--- src/rtl/sdiv_pkg.sv ---
package sdiv_pkg;
  localparam int ADDR_W = 9;

  localparam logic [ADDR_W-1:0] OFS_DVS   = 9'h100;
  localparam logic [ADDR_W-1:0] OFS_SDVD  = 9'h104;
  localparam logic [ADDR_W-1:0] OFS_HI    = 9'h110;
  localparam logic [ADDR_W-1:0] OFS_LO    = 9'h114;
  localparam logic [ADDR_W-1:0] OFS_REM_M = 9'h118;
  localparam logic [ADDR_W-1:0] OFS_QUO_M = 9'h11C;

  typedef enum logic {MODE_SHORT = 1'b0, MODE_LONG = 1'b1} div_mode_e;
endpackage

--- src/rtl/sdiv_core.sv ---
module sdiv_core
  import sdiv_pkg::*;
#(
  parameter int W = 32
) (
  input  logic         clk,
  input  logic         rst,
  input  logic         start,
  input  div_mode_e    mode,
  input  logic [W-1:0] dvd_hi,
  input  logic [W-1:0] dvd_lo,
  input  logic [W-1:0] dvs,
  output logic         busy,
  output logic         done,
  output logic [W-1:0] quo,
  output logic [W-1:0] rem
);
  localparam int DW = 2 * W;
  localparam int CW = $clog2(DW + 1);

  logic [DW-1:0] sh;
  logic [W-1:0]  q;
  logic [W-1:0]  r;
  logic [W-1:0]  dmag;
  logic          neg_n;
  logic          neg_q;
  logic [CW-1:0] cnt;

  // operand conditioning at start
  logic [DW-1:0] full;
  logic [DW-1:0] mag;
  logic          nn;
  logic          nd;
  logic [W-1:0]  dm;

  always_comb begin
    full = (mode == MODE_LONG) ? {dvd_hi, dvd_lo} : {{W{dvd_lo[W-1]}}, dvd_lo};
    nn   = full[DW-1];
    mag  = nn ? -full : full;
    nd   = dvs[W-1];
    dm   = nd ? -dvs : dvs;
  end

  // one restoring step
  logic [W:0]   trial;
  logic         ge;
  logic [W-1:0] r_next;

  always_comb begin
    trial  = {r, sh[DW-1]};
    ge     = trial >= {1'b0, dmag};
    r_next = ge ? (trial[W-1:0] - dmag) : trial[W-1:0];
  end

  always_ff @(posedge clk) begin
    if (rst) begin
      sh    <= '0;
      q     <= '0;
      r     <= '0;
      dmag  <= '0;
      neg_n <= 1'b0;
      neg_q <= 1'b0;
      cnt   <= '0;
      busy  <= 1'b0;
      done  <= 1'b0;
      quo   <= '0;
      rem   <= '0;
    end else begin
      done <= 1'b0;
      if (start && !busy) begin
        sh    <= (mode == MODE_LONG) ? mag : {mag[W-1:0], {W{1'b0}}};
        q     <= '0;
        r     <= '0;
        dmag  <= dm;
        neg_n <= nn;
        neg_q <= nn ^ nd;
        cnt   <= (mode == MODE_LONG) ? CW'(DW) : CW'(W);
        busy  <= 1'b1;
      end else if (busy) begin
        if (cnt != '0) begin
          sh  <= {sh[DW-2:0], 1'b0};
          q   <= {q[W-2:0], ge};
          r   <= r_next;
          cnt <= cnt - 1'b1;
        end else begin
          quo  <= neg_q ? -q : q;
          rem  <= neg_n ? -r : r;
          busy <= 1'b0;
          done <= 1'b1;
        end
      end
    end
  end

  // partial remainder always below the divisor magnitude
  assert_partial_rem_R4: assert property (@(posedge clk) disable iff (rst)
    (busy && cnt != '0) |-> (r < dmag));

  // a non-zero final remainder carries the dividend sign
  assert_rem_sign_R4: assert property (@(posedge clk) disable iff (rst)
    (done && rem != '0) |-> (rem[W-1] == neg_n));
endmodule

--- src/rtl/sdiv_rdmux.sv ---
module sdiv_rdmux
  import sdiv_pkg::*;
#(
  parameter int W = 32
) (
  input  logic [ADDR_W-1:0] addr,
  input  logic [W-1:0]      v_dvs,
  input  logic [W-1:0]      v_sdvd,
  input  logic [W-1:0]      v_hi,
  input  logic [W-1:0]      v_lo,
  input  logic [W-1:0]      v_rem_m,
  input  logic [W-1:0]      v_quo_m,
  output logic [W-1:0]      val
);
  always_comb begin
    unique case (addr)
      OFS_DVS:   val = v_dvs;
      OFS_SDVD:  val = v_sdvd;
      OFS_HI:    val = v_hi;
      OFS_LO:    val = v_lo;
      OFS_REM_M: val = v_rem_m;
      OFS_QUO_M: val = v_quo_m;
      default:   val = '0;
    endcase
  end
endmodule

--- src/rtl/sdiv_regs.sv ---
module sdiv_regs
  import sdiv_pkg::*;
#(
  parameter int W = 32
) (
  input  logic              clk,
  input  logic              rst,
  input  logic              wr_en,
  input  logic              rd_en,
  input  logic [ADDR_W-1:0] addr,
  input  logic [W-1:0]      wdata,
  output logic [W-1:0]      rdata,
  output logic              busy
);
  logic [W-1:0] dvs_q, sdvd_q, hi_q, lo_q, remm_q, quom_q;
  div_mode_e    mode_q;

  logic wr_ok, dvs_nz, go_short, go_long;
  assign wr_ok    = wr_en && !busy;
  assign dvs_nz   = dvs_q != '0;
  assign go_short = wr_ok && (addr == OFS_SDVD) && dvs_nz;
  assign go_long  = wr_ok && (addr == OFS_LO) && dvs_nz;

  logic         c_busy, c_done;
  logic [W-1:0] c_quo, c_rem;

  sdiv_core #(.W(W)) u_core (
    .clk    (clk),
    .rst    (rst),
    .start  (go_short || go_long),
    .mode   (go_long ? MODE_LONG : MODE_SHORT),
    .dvd_hi (hi_q),
    .dvd_lo (wdata),
    .dvs    (dvs_q),
    .busy   (c_busy),
    .done   (c_done),
    .quo    (c_quo),
    .rem    (c_rem)
  );

  always_ff @(posedge clk) begin
    if (rst) begin
      dvs_q  <= '0;
      sdvd_q <= '0;
      hi_q   <= '0;
      lo_q   <= '0;
      remm_q <= '0;
      quom_q <= '0;
      mode_q <= MODE_SHORT;
      busy   <= 1'b0;
    end else if (c_done) begin
      busy   <= 1'b0;
      hi_q   <= c_rem;
      remm_q <= c_rem;
      lo_q   <= c_quo;
      quom_q <= c_quo;
      if (mode_q == MODE_SHORT) sdvd_q <= c_quo;
    end else if (wr_ok) begin
      unique case (addr)
        OFS_DVS:   dvs_q  <= wdata;
        OFS_SDVD:  sdvd_q <= wdata;
        OFS_HI:    hi_q   <= wdata;
        OFS_LO:    lo_q   <= wdata;
        OFS_REM_M: remm_q <= wdata;
        OFS_QUO_M: quom_q <= wdata;
        default: ;
      endcase
      if (go_short || go_long) begin
        busy   <= 1'b1;
        mode_q <= go_long ? MODE_LONG : MODE_SHORT;
      end
    end
  end

  logic [W-1:0] rd_val;

  sdiv_rdmux #(.W(W)) u_rdmux (
    .addr    (addr),
    .v_dvs   (dvs_q),
    .v_sdvd  (sdvd_q),
    .v_hi    (hi_q),
    .v_lo    (lo_q),
    .v_rem_m (remm_q),
    .v_quo_m (quom_q),
    .val     (rd_val)
  );

  always_ff @(posedge clk) begin
    if (rst) rdata <= '0;
    else if (rd_en) rdata <= rd_val;
  end

  // an accepted start raises busy
  assert_start_busy_R6: assert property (@(posedge clk) disable iff (rst)
    (go_short || go_long) |=> busy);

  // the core is running whenever the block reports busy, except the hand-off cycle
  assert_core_run_R6: assert property (@(posedge clk) disable iff (rst)
    (busy && !c_done) |-> c_busy);

  // a zero divisor never starts an operation
  assert_zero_div_R5: assert property (@(posedge clk) disable iff (rst)
    (wr_ok && (addr == OFS_SDVD || addr == OFS_LO) && !dvs_nz) |=> !busy);

  // the divisor cannot change while an operation runs
  assert_dvs_hold_R7: assert property (@(posedge clk) disable iff (rst)
    busy |=> $stable(dvs_q));

  // the mirror copies match on completion
  assert_mirror_R2: assert property (@(posedge clk) disable iff (rst)
    $fell(busy) |-> (remm_q == hi_q && quom_q == lo_q));

  // a short divide also places the quotient at 0x104
  assert_short_quo_R2: assert property (@(posedge clk) disable iff (rst)
    ($fell(busy) && mode_q == MODE_SHORT) |-> (sdvd_q == lo_q));

  // a long divide leaves 0x104 untouched
  assert_long_keep_R3: assert property (@(posedge clk) disable iff (rst)
    ($fell(busy) && mode_q == MODE_LONG) |-> $stable(sdvd_q));
endmodule

--- config.mk ---
export PLATFORM = sky130hd
export DESIGN_NAME = sdiv_regs
export DESIGN_NICKNAME = d
export VERILOG_FILES = /design/src/rtl/sdiv_pkg.sv /design/src/rtl/sdiv_core.sv /design/src/rtl/sdiv_rdmux.sv /design/src/rtl/sdiv_regs.sv
export SDC_FILE = /design/constraint.sdc
export NUM_CORES = 1
export LEC_CHECK = 0
export BUFFER_PORTS_ARGS = -buffer_cell sky130_fd_sc_hd__buf_2
export CORE_MARGIN = 1.5
export CORE_UTILIZATION = 63
export DETAILED_ROUTE_END_ITERATION = 16
export MAX_ROUTING_LAYER = met4
export PLACE_DENSITY = 0.84
export SLEW_MARGIN = 20
export SYNTH_ARGS = -nofsm -noshare
export SYNTH_HDL_FRONTEND = slang
export SYNTH_SLANG_ARGS = --single-unit
--- constraint.sdc ---
create_clock -name clk -period 3.55 [get_ports clk]
set_clock_uncertainty 0.1 [all_clocks]
set_input_delay 0 -clock clk [delete_from_list [all_inputs] [get_ports clk]]
set_output_delay 0 -clock clk [all_outputs]
set_load 0.02 [all_outputs]
==> key figures <==
Logic synthesis
  • Seq cells post-synth: roughly 460
  • Number of flops mapped to enable cells by yosys: 0
  • Commonest register cell after synthesis: dfxtp_1
  • Mapped Nets: roughly 3.1k
  • Syn Area/Cell: between 7 and 8 um^2
  • Sequential area share after synthesis: 0.380
  • Count of cell types in the netlist: 77
  • Synth warn: 0
  • Synth async-reset ratio: 0
  • Post-Syn Area: 24300 um^2
  • Syn Inst Count: between 3k and 4k

Floorplanning
  • Core ar.: ~38000 um^2
  • Cell Rows: roughly 70
  • Die width: 199 um
  • Starting Density: 0.642
  • Die Y: roughly 200 um
  • Die ar.: about 40000 um^2
  • # IOs: 78

Drt
  • DRT antenna net count: 0
  • Final WL: 88300 um
  • Drt pass-1 iters: 6
  • Starting DRT DRC Count: 2873
  • Vias per Instance: 6.65
  • Wirelength per Cell: 24.1 um
  • DRC: 0
  • Routed via count: 24.3k

Placement
  • Post-DP HPWL: 61600 um
  • GP Congestion: 0.993
  • PortBufs: 77

Layout
  • FF+latch area: 9230 um^2
  • Fillers: 3017
  • Fraction of layout cells with a size suffix above 1: 0.109
  • Multi-input gate area: 14000 um^2
  • Final #Nets: 3194
  • Area added between synthesis and finish: 13.2%

Job
  • Max Cap Viol: 0

Clocking
  • CTS root buf: clkbuf_16
  • H-tree Lvls: 2
  • Reg clk slew, reported paths: 0.06 ns
  • CTS Sinks: 461
  • Clk_lat worst skew: 0.61 ns
  • Clock Path Buffers: 3
  • Clock buffer count from CTS: 48
  • CTS tree: yes

Critical path
  • Critical Path Start Type: register
  • Stages on worst setup path: 10
  • Setup crit end kind: register
  • Worst Path Buf+Inv: 2
  • Crit path top cell by count: buf_4
  • Setup CP Type: reg -> reg
  • Worst endpoint required time: approximately 3.9 ns
  • CP cell instances: or4_1 > nor4_2 > buf_4 > nand4_1 > buf_4 > a31o_1 > or3_1 > o311ai_1 > xor2_1 > o21ai_0
  • Top Family by Delay on Critical Path: simple AND/OR/NAND/NOR gates
  • Worst path slowest cell: or4_1
  • Slowest stage delay, CP: 0.62 ns
  • R2r worst-path depth: 10
  • Critical-path maximum fanout: 6
  • Worst EP arrival: approximately 3.7 ns

STA
  • Final period util: 0.944
  • Post-Route Setup TNS: 0 ns
  • # setup viols final: 0
  • Slew Limit Fails: 0
  • Final min period: 3.35 ns
  • RSZ-0062 raised after global routing: no
  • Max_slew headroom: 0.244
  • Fmax: 298 MHz
  • Least-Margin Pin Slew: 1.13 ns
  • Final Hold Vio Count: 0

Global routing
  • Antenna violations before repair: 1
  • Gr ovfl total: 0
  • Pin count of the biggest net entering global routing: 164
  • First-pass GRT wire length: 132000 um
  • Vias in the first global route: 22.6k
  • Total GRT Usage: 0.449

Power
  • Ratio of total power to cell area: approximately 400 nW/um^2
  • LEAKAGE: 10.3 nW
  • Worst ir drop on vdd: 0.410 mV
  • Power after layout: between 10 and 15 mW

Hold path
  • Hold Crit Depth: 6
  • HP Class: in -> reg

Run status
  • Outcome: finished clean
==> worst register-to-register path, stage by stage, from the launching register on <==
cell	delay, ns
dfxtp_1	0.36
or4_1	0.62
nor4_2	0.24
buf_4	0.19
nand4_1	0.12
buf_4	0.18
a31o_1	0.26
or3_1	0.42
o311ai_1	0.32
xor2_1	0.28
o21ai_0	0.12
==> power by group <==
| group | total [mW] | switching [mW] | internal [mW] |
|---|---|---|---|
| Combinational | 0.635 | 0.431 | 0.204 |
| Clock | 5.14 | 2.22 | 2.92 |
| Sequential | 5.20 | 0.0110 | 5.19 |
| Total | 11.0 | 2.66 | 8.32 |
==> stage by stage <==
stage          worst slack, ns  hold WS (ns)   util  instance area [um^2]  std cells
6_report                 0.200        0.0615  0.727                 27500       3655
3_5_place_dp             0.131         0.242  0.675                 25500       3532
4_1_cts                 0.0984        0.0378  0.726                 27500       3652
3_3_place_gp             0.227         0.230  0.675                 25500       3532
2_1_floorplan            0.572        0.0360      -                 24300       3065
5_1_grt                 0.0400         0.107  0.727                 27500       3655
==> metal layers <==
layer / global-route usage / routed length (um) / share of wire
met4: 0.279 / 6250 / 0.071
met3: 0.0927 / 9760 / 0.11
met2: 0.675 / 38400 / 0.44
met5: - / 0 / 0
met1: 0.553 / 33800 / 0.38
==> cells by family after synthesis <==
kind of cell,count (synthesis),synth area share
flops,461,0.380
fa+ha+maj,39,0.0204
simple gates,1017,0.186
xor+xnor,186,0.0670
mux,126,0.0528
compound gates,926,0.245
buf+inv,310,0.0488
==> synth_stat cells, drive strengths merged, types with 7 or more instances <==
library cell  count  area, um^2
a211oi          268        2020
a21o              9        67.6
a21oi           286        1430
a221oi           20         175
a22oi            19         143
a31oi            22         138
and2              9        56.3
and3             14        87.6
buf              30         130
clkbuf          220         826
dfxtp           461        9230
ha               38         475
inv              57         214
mux2             18         203
mux2i           108        1080
nand2           322        1210
nand2b            7        43.8
nand3            31         155
nand4            11        68.8
nor2            429        1610
nor2b            38         238
nor3             49         245
nor4             22         144
o21ai           153         766
o221ai           18         158
o22ai            18         113
o31ai            48         375
o41ai            19         174
or2              12        75.1
or3              22         143
or4              28         225
xnor2            89         780
xor2             97         850
==> registers in the layout, summed over array words and instances (netlist names) <==
signal        count
u_core.sh        64
dvs_q            32
hi_q             32
lo_q             32
quom_q           32
rdata            32
remm_q           32
sdvd_q           32
u_core.dmag      32
u_core.q         32
u_core.quo       32
u_core.r         32
u_core.rem       32
u_core.cnt        7
busy              1
mode_q            1
u_core.busy       1
u_core.done       1
u_core.neg_n      1
u_core.neg_q      1
==> final timing paths <==
check | slack, ns | end | from
worst max-delay path | 0.20 | u_core.sh[50] | dvs_q[21]
worst min-delay path | 0.06 | busy | wr_en
worst max register to register | 0.20 | u_core.sh[50] | dvs_q[21]
worst min register to register | 0.37 | u_core.rem[0] | u_core.rem[0]
==> cells in the final DEF, fill, tap and decap left out, drive strengths merged, types with 28 or more instances in the layout <==
cell,synthesis,routed
dfxtp,461,461
nor2,429,429
nand2,322,322
a21oi,286,286
a211oi,268,268
buf,30,209
o21ai,153,153
mux2i,108,108
xor2,97,97
xnor2,89,89
clkbuf,220,73
inv,57,59
nor3,49,49
o31ai,48,48
nor2b,38,38
ha,38,38
dlygate4sd3,0,37
nand3,31,31
or4,28,28
==> layout make-up <==
| cell class | instances | area share |
|---|---|---|
| multi-input cells | 2294 | 0.509 |
| repair buffers | 246 | 0.0671 |
| clock inverters | 10 | 0.00500 |
| clock buffers | 73 | 0.0519 |
| well taps | 511 | 0.0232 |
| inverters | 59 | 0.00805 |
| diodes | 1 | 0.0000910 |
| flip-flops and latches | 461 | 0.336 |
==> repair_timing <==
action	CTS	global route
gates resized for setup	0	4
endpoints found under the hold margin	190	0
hold buffers	37	0
setup buffers	0	2
endpoints found under the setup margin	0	27
Note: power is estimated with default switching activity, not from simulation.
